File: config.mk
export PLATFORM = sky130hd
export DESIGN_NAME = pcm_frame_rx
export DESIGN_NICKNAME = d
export VERILOG_FILES = /design/src/rtl/pcm_rx_pkg.sv /design/src/rtl/pcm_rx_sync.sv /design/src/rtl/pcm_rx_slot.sv /design/src/rtl/pcm_rx_capture.sv /design/src/rtl/pcm_frame_rx.sv
export SDC_FILE = /design/constraint.sdc
export NUM_CORES = 1
export LEC_CHECK = 0
export ABC_AREA = 1
export BUFFER_PORTS_ARGS = -buffer_cell sky130_fd_sc_hd__buf_2
export CAP_MARGIN = 15
export CELL_PAD_IN_SITES_DETAIL_PLACEMENT = 0
export CELL_PAD_IN_SITES_GLOBAL_PLACEMENT = 2
export CORE_ASPECT_RATIO = 0.9
export CORE_MARGIN = 2
export CORE_UTILIZATION = 36
export DETAILED_ROUTE_END_ITERATION = 6
export PLACE_DENSITY_LB_ADDON = 0.1
export SETUP_SLACK_MARGIN = 0.2
export SYNTH_ARGS = -nofsm -noshare
export SYNTH_HDL_FRONTEND = slang
export SYNTH_SLANG_ARGS = --single-unit
File: constraint.sdc
create_clock -name clk -period 3.8 [get_ports clk]
set_clock_uncertainty 0.1 [all_clocks]
set_input_delay 0.76 -clock clk [delete_from_list [all_inputs] [get_ports clk]]
set_output_delay 0.76 -clock clk [all_outputs]
set_load 0.05 [all_outputs]
File: src/rtl/pcm_rx_pkg.sv
package pcm_rx_pkg;
  localparam int unsigned WORD_W  = 18;
  localparam int unsigned SHORT_W = 16;
  localparam int unsigned SLOTS   = 32;
  localparam int unsigned SLOT_W  = $clog2(SLOTS);

  typedef enum logic [1:0] {
    FMT_END16   = 2'b00,
    FMT_END18   = 2'b01,
    FMT_START18 = 2'b10,
    FMT_DELAY18 = 2'b11
  } fmt_e;

  // Slot index at which the sample's last bit arrives.
  function automatic logic [SLOT_W-1:0] last_slot(input fmt_e f);
    case (f)
      FMT_START18: last_slot = SLOT_W'(WORD_W - 1);
      FMT_DELAY18: last_slot = SLOT_W'(WORD_W);
      default:     last_slot = SLOT_W'(SLOTS - 1);
    endcase
  endfunction
endpackage

File: src/rtl/pcm_rx_sync.sv
module pcm_rx_sync #(
  parameter int unsigned LINES  = 3,
  parameter int unsigned STAGES = 2
) (
  input  logic             clk,
  input  logic             rst_n,
  input  logic [LINES-1:0] async_i,
  output logic [LINES-1:0] sync_o
);
  for (genvar g = 0; g < LINES; g++) begin : g_line
    logic [STAGES-1:0] pipe_q;
    logic [STAGES-1:0] pipe_d;
    always_comb pipe_d = {pipe_q[STAGES-2:0], async_i[g]};
    always_ff @(posedge clk or negedge rst_n) begin
      if (!rst_n) pipe_q <= '0;
      else        pipe_q <= pipe_d;
    end
    assign sync_o[g] = pipe_q[STAGES-1];
  end
endmodule

File: src/rtl/pcm_rx_slot.sv
module pcm_rx_slot
  import pcm_rx_pkg::*;
(
  input  logic              clk,
  input  logic              rst_n,
  input  logic              bclk_s,
  input  logic              fclk_s,
  input  logic              sdat_s,
  input  fmt_e              fmt,
  output logic              evt_o,
  output logic [SLOT_W-1:0] slot_o,
  output logic              left_o,
  output logic              bit_o,
  output logic              locked_o
);
  localparam logic [SLOT_W-1:0] SLOT_MAX = SLOT_W'(SLOTS - 1);

  logic              bclk_d_q, bclk_d_d;
  logic              fclk_d_q, fclk_d_d;
  logic              seen_q, seen_d;
  logic              locked_q, locked_d;
  logic [SLOT_W-1:0] slot_q, slot_d;
  logic              left_q, left_d;
  logic              bit_q, bit_d;
  logic              evt_q, evt_d;
  logic              rise;
  logic              fedge;

  always_comb begin
    rise     = bclk_s & ~bclk_d_q;
    fedge    = seen_q & (fclk_s != fclk_d_q);
    bclk_d_d = bclk_s;
    evt_d    = rise;
    fclk_d_d = fclk_d_q;
    seen_d   = seen_q;
    locked_d = locked_q;
    slot_d   = slot_q;
    left_d   = left_q;
    bit_d    = bit_q;
    if (rise) begin
      fclk_d_d = fclk_s;
      seen_d   = 1'b1;
      bit_d    = sdat_s;
      left_d   = (fmt == FMT_DELAY18) ? ~fclk_s : fclk_s;
      if (fedge) begin
        locked_d = 1'b1;
        slot_d   = '0;
      end else if (slot_q != SLOT_MAX) begin
        slot_d   = slot_q + 1'b1;
      end
    end
  end

  always_ff @(posedge clk or negedge rst_n) begin
    if (!rst_n) begin
      bclk_d_q <= 1'b0;
      fclk_d_q <= 1'b0;
      seen_q   <= 1'b0;
      locked_q <= 1'b0;
      slot_q   <= SLOT_MAX;
      left_q   <= 1'b0;
      bit_q    <= 1'b0;
      evt_q    <= 1'b0;
    end else begin
      bclk_d_q <= bclk_d_d;
      fclk_d_q <= fclk_d_d;
      seen_q   <= seen_d;
      locked_q <= locked_d;
      slot_q   <= slot_d;
      left_q   <= left_d;
      bit_q    <= bit_d;
      evt_q    <= evt_d;
    end
  end

  assign evt_o    = evt_q;
  assign slot_o   = slot_q;
  assign left_o   = left_q;
  assign bit_o    = bit_q;
  assign locked_o = locked_q;
endmodule

File: src/rtl/pcm_rx_capture.sv
module pcm_rx_capture
  import pcm_rx_pkg::*;
(
  input  logic              clk,
  input  logic              rst_n,
  input  logic              evt,
  input  logic [SLOT_W-1:0] slot,
  input  logic              left_half,
  input  logic              bit_in,
  input  logic              locked,
  input  fmt_e              fmt,
  output logic [WORD_W-1:0] left_o,
  output logic [WORD_W-1:0] right_o,
  output logic              stb_o
);
  localparam int unsigned PAD_W = WORD_W - SHORT_W;

  logic [WORD_W-1:0] shift_q, shift_d;
  logic [WORD_W-1:0] hold_q, hold_d;
  logic [WORD_W-1:0] left_q, left_d;
  logic [WORD_W-1:0] right_q, right_d;
  logic              stb_q, stb_d;
  logic [WORD_W-1:0] word;
  logic              take;

  always_comb begin
    shift_d = shift_q;
    hold_d  = hold_q;
    left_d  = left_q;
    right_d = right_q;
    stb_d   = 1'b0;
    take    = evt & locked;
    if (fmt == FMT_END16)
      word = {shift_q[SHORT_W-2:0], bit_in, {PAD_W{1'b0}}};
    else
      word = {shift_q[WORD_W-2:0], bit_in};
    if (take) begin
      shift_d = {shift_q[WORD_W-2:0], bit_in};
      if (slot == last_slot(fmt)) begin
        if (left_half) begin
          hold_d = word;
        end else begin
          left_d  = hold_q;
          right_d = word;
          stb_d   = 1'b1;
        end
      end
    end
  end

  always_ff @(posedge clk or negedge rst_n) begin
    if (!rst_n) begin
      shift_q <= '0;
      hold_q  <= '0;
      left_q  <= '0;
      right_q <= '0;
      stb_q   <= 1'b0;
    end else begin
      shift_q <= shift_d;
      hold_q  <= hold_d;
      left_q  <= left_d;
      right_q <= right_d;
      stb_q   <= stb_d;
    end
  end

  assign left_o  = left_q;
  assign right_o = right_q;
  assign stb_o   = stb_q;
endmodule

File: src/rtl/pcm_frame_rx.sv
module pcm_frame_rx
  import pcm_rx_pkg::*;
(
  input  logic              clk,
  input  logic              rst_n,
  input  logic              bclk_i,
  input  logic              fclk_i,
  input  logic              sdata_i,
  input  logic [1:0]        fmt_i,
  output logic [WORD_W-1:0] left_o,
  output logic [WORD_W-1:0] right_o,
  output logic              frame_stb_o
);
  logic [1:0]        rst_pipe_q;
  logic              rst_int_n;
  logic [2:0]        lines_s;
  logic              bit_evt;
  logic [SLOT_W-1:0] slot;
  logic              left_half;
  logic              bit_v;
  logic              locked;
  fmt_e              fmt;

  always_ff @(posedge clk or negedge rst_n) begin
    if (!rst_n) rst_pipe_q <= 2'b00;
    else        rst_pipe_q <= {rst_pipe_q[0], 1'b1};
  end
  assign rst_int_n = rst_pipe_q[1];
  assign fmt       = fmt_e'(fmt_i);

  pcm_rx_sync #(.LINES(3), .STAGES(2)) u_sync (
    .clk     (clk),
    .rst_n   (rst_int_n),
    .async_i ({sdata_i, fclk_i, bclk_i}),
    .sync_o  (lines_s)
  );

  pcm_rx_slot u_slot (
    .clk      (clk),
    .rst_n    (rst_int_n),
    .bclk_s   (lines_s[0]),
    .fclk_s   (lines_s[1]),
    .sdat_s   (lines_s[2]),
    .fmt      (fmt),
    .evt_o    (bit_evt),
    .slot_o   (slot),
    .left_o   (left_half),
    .bit_o    (bit_v),
    .locked_o (locked)
  );

  pcm_rx_capture u_cap (
    .clk       (clk),
    .rst_n     (rst_int_n),
    .evt       (bit_evt),
    .slot      (slot),
    .left_half (left_half),
    .bit_in    (bit_v),
    .locked    (locked),
    .fmt       (fmt),
    .left_o    (left_o),
    .right_o   (right_o),
    .stb_o     (frame_stb_o)
  );
endmodule

-- Word-level counts from Yosys, hierarchy flattened
Index checks and enable logic that the tools add are counted.
- div/mod/pow operators: 0
- $lt $le $gt $ge: 0
- bitwise logic cells: 6
- add/sub/neg operators: 1
- shifts and indexed selects: 0
- muxes and demuxes: 9
- eq/ne operators: 5
- reduce and logical (&&, ||, !) cells: 6
- multipliers: 0
- operator list (kind ; number):
    18-bit two-way mux ; 1
    5-bit two-way mux ; 3
    4-bit case mux with 2 select lines ; 1
    3-bit AND reduction ; 2
    5-bit by 1-bit adder with 5-bit output, second input constant ; 1
    5-bit == test ; 1
    5-bit inequality test, second input constant ; 1
    2-bit == test, second input constant ; 2
    1-bit two-way mux ; 4
    2-bit AND reduction ; 2
    1-bit bitwise AND ; 3
    1-bit NOT ; 3
    2-bit logical NOT ; 1
    2-bit nonzero test ; 1
    1-bit inequality test ; 1
- input bits: 7
- bits in latches: 0
- memories: 0
- memory bits (writable): 0
- bits in read-only memories: 0
- flip-flop bits (word level): 92

-- Depth between registers and ports, before layout
Gate-level depths: netlist (run 1).
- word-level depth: 6
- gate-level depth with buffers: 9
- mapped depth without buffers: 8

-- By module
Synthesis (run 1) repeated with hierarchy kept, for this count alone.
- cells, all modules: 450
- area, all modules: 4030.1 um2
- by module, submodules not included (module ; seq. area each (um2) ; instances ; area each (um2) ; cells an instance):
    pcm_rx_capture ; 1801.7 ; 1 ; 3201.8 ; 373
    pcm_rx_slot ; 306.5 ; 1 ; 601.8 ; 65
    pcm_rx_sync ; 150.1 ; 1 ; 172.7 ; 9
    pcm_frame_rx ; 50.0 ; 1 ; 53.8 ; 3

-- Worst setup path after synthesis (run 1)
No wires, ideal clock.
- kind: input to register
- start point: input fmt_i[0]
- end point: register u_cap.hold_q[10]
- setup time: 0.117 ns
- arrival time: 1.530 ns
- data required time: 3.583 ns
- path slack: 2.053 ns
- buffers on the path: 2
- cell stages on the path: 9
- cells stage by stage: nand3_1 > nand2_1 > inv_1 > nor2_2 > buf_6 > nand3_4 > buf_6 > nand2_1 > nand2_1
- word-level cells in the longest chain between the ends: 5
- elaborated cells on any way between the ends: 8
- those cells by class: eq/ne (3); mux (3); reduce/logical (2)
- RTL lines (item ; RTL line ; text):
    from (decl) ; pcm_frame_rx.sv:9 ; input logic [1:0] fmt_i,
    2-bit == test ; pcm_rx_pkg.sv:16 ; case (f)
    4-bit case mux with 2 select lines ; pcm_rx_pkg.sv:16 ;
    5-bit two-way mux ; pcm_rx_capture.sv:37 ; if (take) begin
    5-bit == test ; pcm_rx_capture.sv:39 ; if (slot == last_slot(fmt)) begin
    3-bit AND reduction (no line) ; n/a ;
    to (signal assigned) ; pcm_rx_capture.sv:60 ; hold_q <= hold_d;
    to (decl) ; pcm_rx_capture.sv:19 ; logic [WORD_W-1:0] hold_q, hold_d;
Parallel ways exist; a longest one is shown, timed or not. The select of a mux whose other input is x is not followed.
A chain may end at the register's enable or synchronous reset.

-- Worst setup path after layout (run 1)
- start point: register u_slot.slot_q[3], in the netlist u_slot.slot_o[3]
- end point: register u_cap.hold_q[17]
- word-level cells in the longest chain between the ends: 2
- RTL lines (item ; RTL line ; text):
    from (decl) ; pcm_rx_slot.sv:22 ; logic [SLOT_W-1:0] slot_q, slot_d;
    from (signal assigned) ; pcm_rx_slot.sv:69 ; slot_q <= slot_d;
    5-bit == test ; pcm_rx_capture.sv:39 ;
    3-bit AND reduction (no line) ; n/a ;
Every way passes these cells.

==> key figures, run 1 <==
Clocking
  • Root Buffer: clkbuf_16
  • Clock transition at the registers of the reported paths: ~60 ps
  • Setup bufs post-CTS: 0
  • TritonCTS buffer count: 9
  • Clk buf depth: 2
  • PostCTS Resize Cnt: 0
  • Clk_lat worst skew: 340 ps
  • Clock sink count: 92
  • H-tree depth: 3
  • CTS tree: built
  • CTS hold repair buffers: 0

Synthesis
  • Synth cell count leaders: 164 x nand2_1, 87 x dfrtp_1, 54 x nand4_1
  • Ranking of synthesized cells by area: dfrtp_1 56%, nand2_1 16%, nand4_1 8.7%
  • Number of synthesized flops with an enable pin: 0
  • Ys Warns: 0
  • Asr flop ratio synth: 100%
  • Synthesized Nets: 442
  • Number of synthesized register bits: 92
  • Sequential-to-total area share from yosys stat: approximately three fifths
  • Syn Inst Count: 433
  • Synth unique cells: 24
  • Area leader, netlist: dfrtp_1
  • Post-Synthesis Cell Area: 3900 um^2
  • Synth Flop Type: dfrtp_1
  • Count leader, synth: nand2_1
  • Post-synth top area share: between 50% and 60%
  • Synth Area per Inst: 9.00 um^2

Finish
  • Multi-input gate area: roughly 1300 um^2
  • Fin nets: 476
  • Fillers: 1,083
  • Layout cells sized above 1: 16.9%
  • Register area: 2310 um^2
  • ANT cells: 0
  • Area growth syn-to-layout: 14.9%

Power
  • Cell Pwr Density: 476 nW/um^2
  • VDD IR max: 280 uV
  • Leakage Power: ~2.4 nW
  • Total power after layout: between 0.002 and 0.0025 W

Timing
  • Fin crit share: 61.6%
  • Final setup fails: 0
  • Final min period: ~2300 ps
  • Fin Setup TNS: 0 ps
  • Max Clk Rate: approximately 0.43 GHz
  • RSZ-0062 raised after global routing: false
  • Relative slew slack: 44.5%
  • Hold_ws: 95.1 ps
  • Worst Max-Slew Pin Slew: 830 ps
  • Final Hold Fails: 0
  • Max Slew Vio Count: 0

Route
  • Antenna viol nets, final: 0
  • Vias/cell: 4.89
  • # DRC: 0
  • Total Wirelength: 9.08 mm
  • DRT iter0 DRCs: 273
  • DR WL/cell: 15.0 um
  • Detailed Routing Iterations Pass 1: 4
  • DR vias: roughly 3,000

Place
  • Port Buffers: 43
  • GP Congestion: 0.718
  • Post-DP HPWL: 5.97 mm

Worst setup path
  • FF-to-FF setup slack: 1460 ps
  • CP delay by family, top: simple AND/OR/NAND/NOR gates
  • CP max stage delay: 580 ps
  • Crit-path max FO: 41
  • Crit path DAT: 2470 ps
  • CP most frequent cell: nand2_1
  • WP data required: 3930 ps
  • Worst-path cell chain: nand3_1, nand2_1, nand2_1, nor2_4, buf_4, nand3_4, nand2_1, nand2_1
  • Critical path class: flop to flop
  • Worst-path cell with the longest stage delay: dfstp_2
  • Startpoint Class: flop
  • Setup crit end kind: flop
  • Bufs and invs on worst path: 1

Floorplanning
  • Starting Density: 36.5%
  • Die height: around 100 um
  • Io pins: 44
  • Placeable Area: ~11,000 um^2
  • DIE AREA: approximately 12,000 um^2
  • Die W: around 110 um
  • Cell row count: 36

Global routing
  • Grt ovf: 0
  • Largest net degree at the start of global routing: 64
  • First-pass GRT wire length: 15.3 mm
  • Vias in the first global route: 2,820
  • Antenna violations before repair: 0
  • GR Util All Layers: 17.1%

Run status
  • Outcome: finished clean

Flow run
  • Max-cap check violation count: 0

Min path
  • Hold Path Class: primary input to asynchronous set/reset pin
## layer usage
metal / wire, um / GRT usage, %
met5: 0 / 0
met1: 4750 / 25.5
met2: 3900 / 24.1
met4: 180 / 6.66
met3: 257 / 3.82
## layout by cell type (no fill, tap or decap), types with 2 or more instances in the layout
cell       synthesis  routed
or2_2              2       2
clkbuf_8           0       3
xor2_1             2       2
dfrtp_1           87      86
nand2_2            1       2
buf_4              4       6
inv_1             28      28
nor2_1             9       9
nand3_1            7       7
dfstp_2            5       5
nor2_4             1       2
buf_2             14      43
nand2_1          164     163
o21ai_0           37      37
clkinv_2           0       3
clkbuf_16          0       9
ha_1               2       2
nand4_1           54      54
## area by class of cell
class,count,area share (%)
Sequential cell,92,51.6
Multi-Input combinational cell,287,30.1
Clock buffer,12,5.95
Timing Repair Buffer,49,5.81
Tap cell,133,3.71
Inverter,28,2.35
Clock inverter,4,0.503
## report_power, final
group          switching (W)  internal, W  total [W]
registers          0.0000528      0.00103    0.00109
clock network       0.000363     0.000493   0.000857
logic               0.000141    0.0000479   0.000189
total               0.000557      0.00158    0.00213
## stage by stage
step	util, %	std cells	area, um^2	worst slack [ps]
final	42.0	605	4480	1460
after global routing	42.0	605	4480	1250
after CTS	42.0	605	4480	1460
after detailed placement	39.3	589	4190	1120
after global placement	39.3	589	4190	1120
after floorplan	-	433	3900	956
## kinds of logic (layout without fill, tap and decap cells)
kind of cell	count (synthesis)	in the layout	synth area share, %
simple gates	244	244	28.3
flops	92	92	59.2
other cells	1	1	0.0962
compound gates	38	38	4.88
fa+ha+maj	2	2	0.642
buf+inv	54	93	6.42
xor+xnor	2	2	0.449
## state kept, by name (all words and copies together) (netlist names), 2 cells and up
| signal | cells |
|---|---|
| u_sync.g_line.pipe_q | 6 |
| u_cap.left_o | 18 |
| u_cap.hold_q | 18 |
| rst_pipe_q | 2 |
| u_cap.shift_q | 17 |
| u_cap.right_o | 18 |
| u_slot.slot_o | 5 |
## path summary, 6_finish.rpt
kind,depth (start not counted),to,startpoint
max reg2reg,8,u_cap.hold_q[17]$_DFFE_PN0P_,u_slot.slot_o[3]$_DFFE_PN1P_
min in group clk,0,u_sync.g_line[1].pipe_q[1]$_DFF_PN0_,u_sync.g_line[1].pipe_q[0]$_DFF_PN0_
max in group asynchronous,1,u_slot.slot_o[2]$_DFFE_PN1P_,rst_pipe_q[1]$_DFF_PN0_
max,8,u_cap.hold_q[17]$_DFFE_PN0P_,u_slot.slot_o[3]$_DFFE_PN1P_
min reg2reg,0,u_sync.g_line[1].pipe_q[1]$_DFF_PN0_,u_sync.g_line[1].pipe_q[0]$_DFF_PN0_
min,1,rst_pipe_q[1]$_DFF_PN0_,rst_n
Note: power is estimated with default switching activity, not from simulation.
==> inputs of run 2 (changes only) <==
Settings changed: ABC_AREA 1 to 0, CORE_UTILIZATION 36 to 37.
Clock period 3.8 ns to 2.15 ns, I/O delays scaled along.
==> run 2 against run 1 <==
Compared with the run above:
- first-iteration DRC count down 78%
- via count down 33%
- non-clock buffer count increased by 3
- die area fell by 8.5%
- critical endpoint is now u_cap.left_o[11]$_DFFE_PN0P_
- clock power up 40%
- maximum frequency grew 26%
- area after synthesis decreased by 6.3%
- sequential share of layout area is 1.9 points higher
- sequential power rose by 85%
- clock-buffer cell count fell by 2
- setup slack lost 1200 ps
==> key figures, run 2 <==
Run status
  • Outcome: finished clean

Clocking
  • Setup bufs post-CTS: 0
  • Clock transition at the registers of the reported paths: 90 ps
  • Clk_lat worst skew: 360 ps
  • Root Buffer: clkbuf_8
  • H-tree depth: 3
  • TritonCTS buffer count: 9
  • CTS tree: built
  • Clk buf depth: 2
  • Clock sink count: 92

Synthesis
  • Sequential-to-total area share from yosys stat: 63.2%
  • Count leader, synth: dfrtp_1
  • Area leader, netlist: dfrtp_1
  • Asr flop ratio synth: 100%
  • Synth Flop Type: dfrtp_1
  • Syn Inst Count: 233
  • Number of synthesized register bits: 92
  • Synthesized Nets: 242
  • Number of synthesized flops with an enable pin: 0
  • Ranking of synthesized cells by area: dfrtp_1 60%, mux2_2 15%, mux2_1 12%
  • Post-synth top area share: 59.6%
  • Synth unique cells: 31
  • Synth Area per Inst: 15.7 um^2
  • Synth cell count leaders: 87 x dfrtp_1, 49 x mux2_2, 39 x mux2_1
  • Post-Synthesis Cell Area: 3650 um^2
  • Ys Warns: 0

Finish
  • Fin nets: 298
  • Commonest cells after routing, fill and taps aside: 86 x dfrtp_1, 49 x mux2_2, 43 x buf_2
  • Layout cells sized above 1: 43.5%
  • Final core utilization: between 40% and 50%
  • ANT cells: 0
  • Non-Filler Instances: between 400 and 500
  • Commonest non-fill, non-tap cell in the layout: dfrtp_1
  • Area growth syn-to-layout: 18.3%

Floorplanning
  • Io pins: 44
  • Starting Density: 37.8%
  • Cell row count: 34
  • DIE AREA: between 10,000 and 15,000 um^2
  • Placeable Area: 9660 um^2
  • Die W: ~110 um
  • Die height: 98.3 um

Worst setup path
  • Worst-path cell with the longest stage delay: dfstp_2
  • Crit path DAT: 1990 ps
  • WP data required: 2290 ps
  • Startpoint Class: flop
  • Crit-path max FO: 24
  • CP max stage delay: 580 ps
  • Worst Reg2Reg Path Length in Cells: 5
  • Worst-path cell chain: and4bb_1, o2bb2ai_2, nand3_4, buf_6, mux2_2
  • Bufs and invs on worst path: 1
  • CP delay by family, top: flip-flops
  • Critical path class: flop to flop
  • FF-to-FF setup slack: 300 ps
  • Setup crit end kind: flop
  • R2r endpoint: u_cap.left_o[11]$_DFFE_PN0P_
  • Crit Reg-Reg Startpoint: u_slot.slot_o[3]$_DFFE_PN1P_

Route
  • Total Wirelength: roughly 6.0 mm
  • # DRC: 0
  • DRT iter0 DRCs: 59
  • DR WL/cell: 14.2 um
  • Detailed Routing Iterations Pass 1: 4
  • Antenna viol nets, final: 0
  • DR vias: 1,996
  • Vias/cell: 4.75

Power
  • Internal power: ~0.0027 W
  • Combinational Power Share: between 10 and 15%
  • VDD IR max: 426 uV
  • Clock power frac: 33.1%
  • Total power after layout: 0.00362 W
  • Sw frac: 25.7%
  • Seq pwr share: 56.0%
  • Leakage Power: 2.29 nW
  • Cell Pwr Density: 836 nW/um^2
  • Sw power: 0.000928 W

Flow run
  • Max-cap check violation count: 0

Global routing
  • Largest net degree at the start of global routing: 38
  • Antenna violations before repair: 0
  • GR Util All Layers: 12.7%
  • First-pass GRT wire length: 10.4 mm
  • Grt ovf: 0
  • Vias in the first global route: 2,044

Timing
  • Final setup fails: 0
  • Fin Setup TNS: 0 ps
  • Fin crit share: 86.1%
  • Max Slew Vio Count: 0
  • Final min period: 1850 ps
  • RSZ-0062 raised after global routing: false
  • Setup WS post-layout: 298 ps
  • Max Clk Rate: 0.540 GHz
  • Final Hold Fails: 0

Place
  • Placed insts: 403
  • Port Buffers: 43
  • Post-DP HPWL: between 3 and 4 mm
  • Dpl ws: 218 ps
  • GP Congestion: about 0.68

Min path
  • Worst hold path stage count: 1
  • Worst hold path endpoint: u_sync.g_line[1].pipe_q[0]$_DFF_PN0_
  • Min-delay src: fclk_i
  • Hold Path Class: primary input to flop
==> run 2: power by group through the flow <==
stage | combinational, W | clock [W] | sequential [W]
after floorplan | 0.000294 | 0 | 0.00202
after global placement | 0.000395 | 0 | 0.00206
after detailed placement | 0.000397 | 0 | 0.00206
after CTS | 0.000403 | 0.00127 | 0.00203
after global routing | 0.000442 | 0.00133 | 0.00206
final | 0.000394 | 0.00120 | 0.00202
==> run 2: per-stage QoR <==
step / hold slack [ps] / instance area [um^2]
after detailed placement: 117 / 4100
after floorplan: 34.4 / 3660
after global routing: 30.4 / 4320
after CTS: 45.1 / 4320
final: 73.1 / 4320
after global placement: 116 / 4100
==> run 2: cell type report <==
cell class	count	area [um^2]
Fill cell	856	5330
Sequential cell	92	2310
Multi-Input combinational cell	131	1310
Timing Repair Buffer	52	327
Tap cell	126	158
Clock buffer	10	138
Clock inverter	6	70.1
Inverter	3	11.3
==> run 2: per-layer routing <==
metal | track usage (%) | up-vias | routed length [um]
met5 | 0 | - | 0
met4 | 4.73 | 0 | 94
met3 | 4.74 | 8 | 267
met2 | 18.3 | 37 | 2610
met1 | 17.6 | 1007 | 3000
li1 | - | 944 | -
==> run 2: repair_timing <==
item	CTS	global route
gates resized for setup	1	1
setup endpoints to repair	1	2
hold endpoints to repair	2	0
hold buffers	1	0
==> run 2: worst max-delay path by stage <==
| stage | from | end | slack, ps | cells after the start |
|---|---|---|---|---|
| floorplan | u_slot.slot_o[4]$_DFFE_PN1P_ | u_cap.hold_q[10]$_DFFE_PN0P_ | 320 | 5 |
| global placement | fmt_i[1] | u_cap.left_o[11]$_DFFE_PN0P_ | 220 | 6 |
| detailed placement | fmt_i[1] | u_cap.left_o[11]$_DFFE_PN0P_ | 220 | 6 |
| CTS | u_slot.slot_o[1]$_DFFE_PN1P_ | u_cap.hold_q[7]$_DFFE_PN0P_ | 280 | 5 |
| global route | u_slot.slot_o[1]$_DFFE_PN1P_ | u_cap.left_o[6]$_DFFE_PN0P_ | 210 | 5 |
| finish | u_slot.slot_o[3]$_DFFE_PN1P_ | u_cap.left_o[11]$_DFFE_PN0P_ | 300 | 5 |
==> run 2: kinds of logic after synthesis <==
logic type | share of synthesized area, %
AO/OA/AOI/OAI | 2.64
XOR/XNOR | 0.479
adder cells (fa/ha/maj) | 0.685
buffers and inverters | 1.27
flip-flops | 63.2
multiplexers | 27.4
other | 0.103
AND/OR/NAND/NOR | 4.28
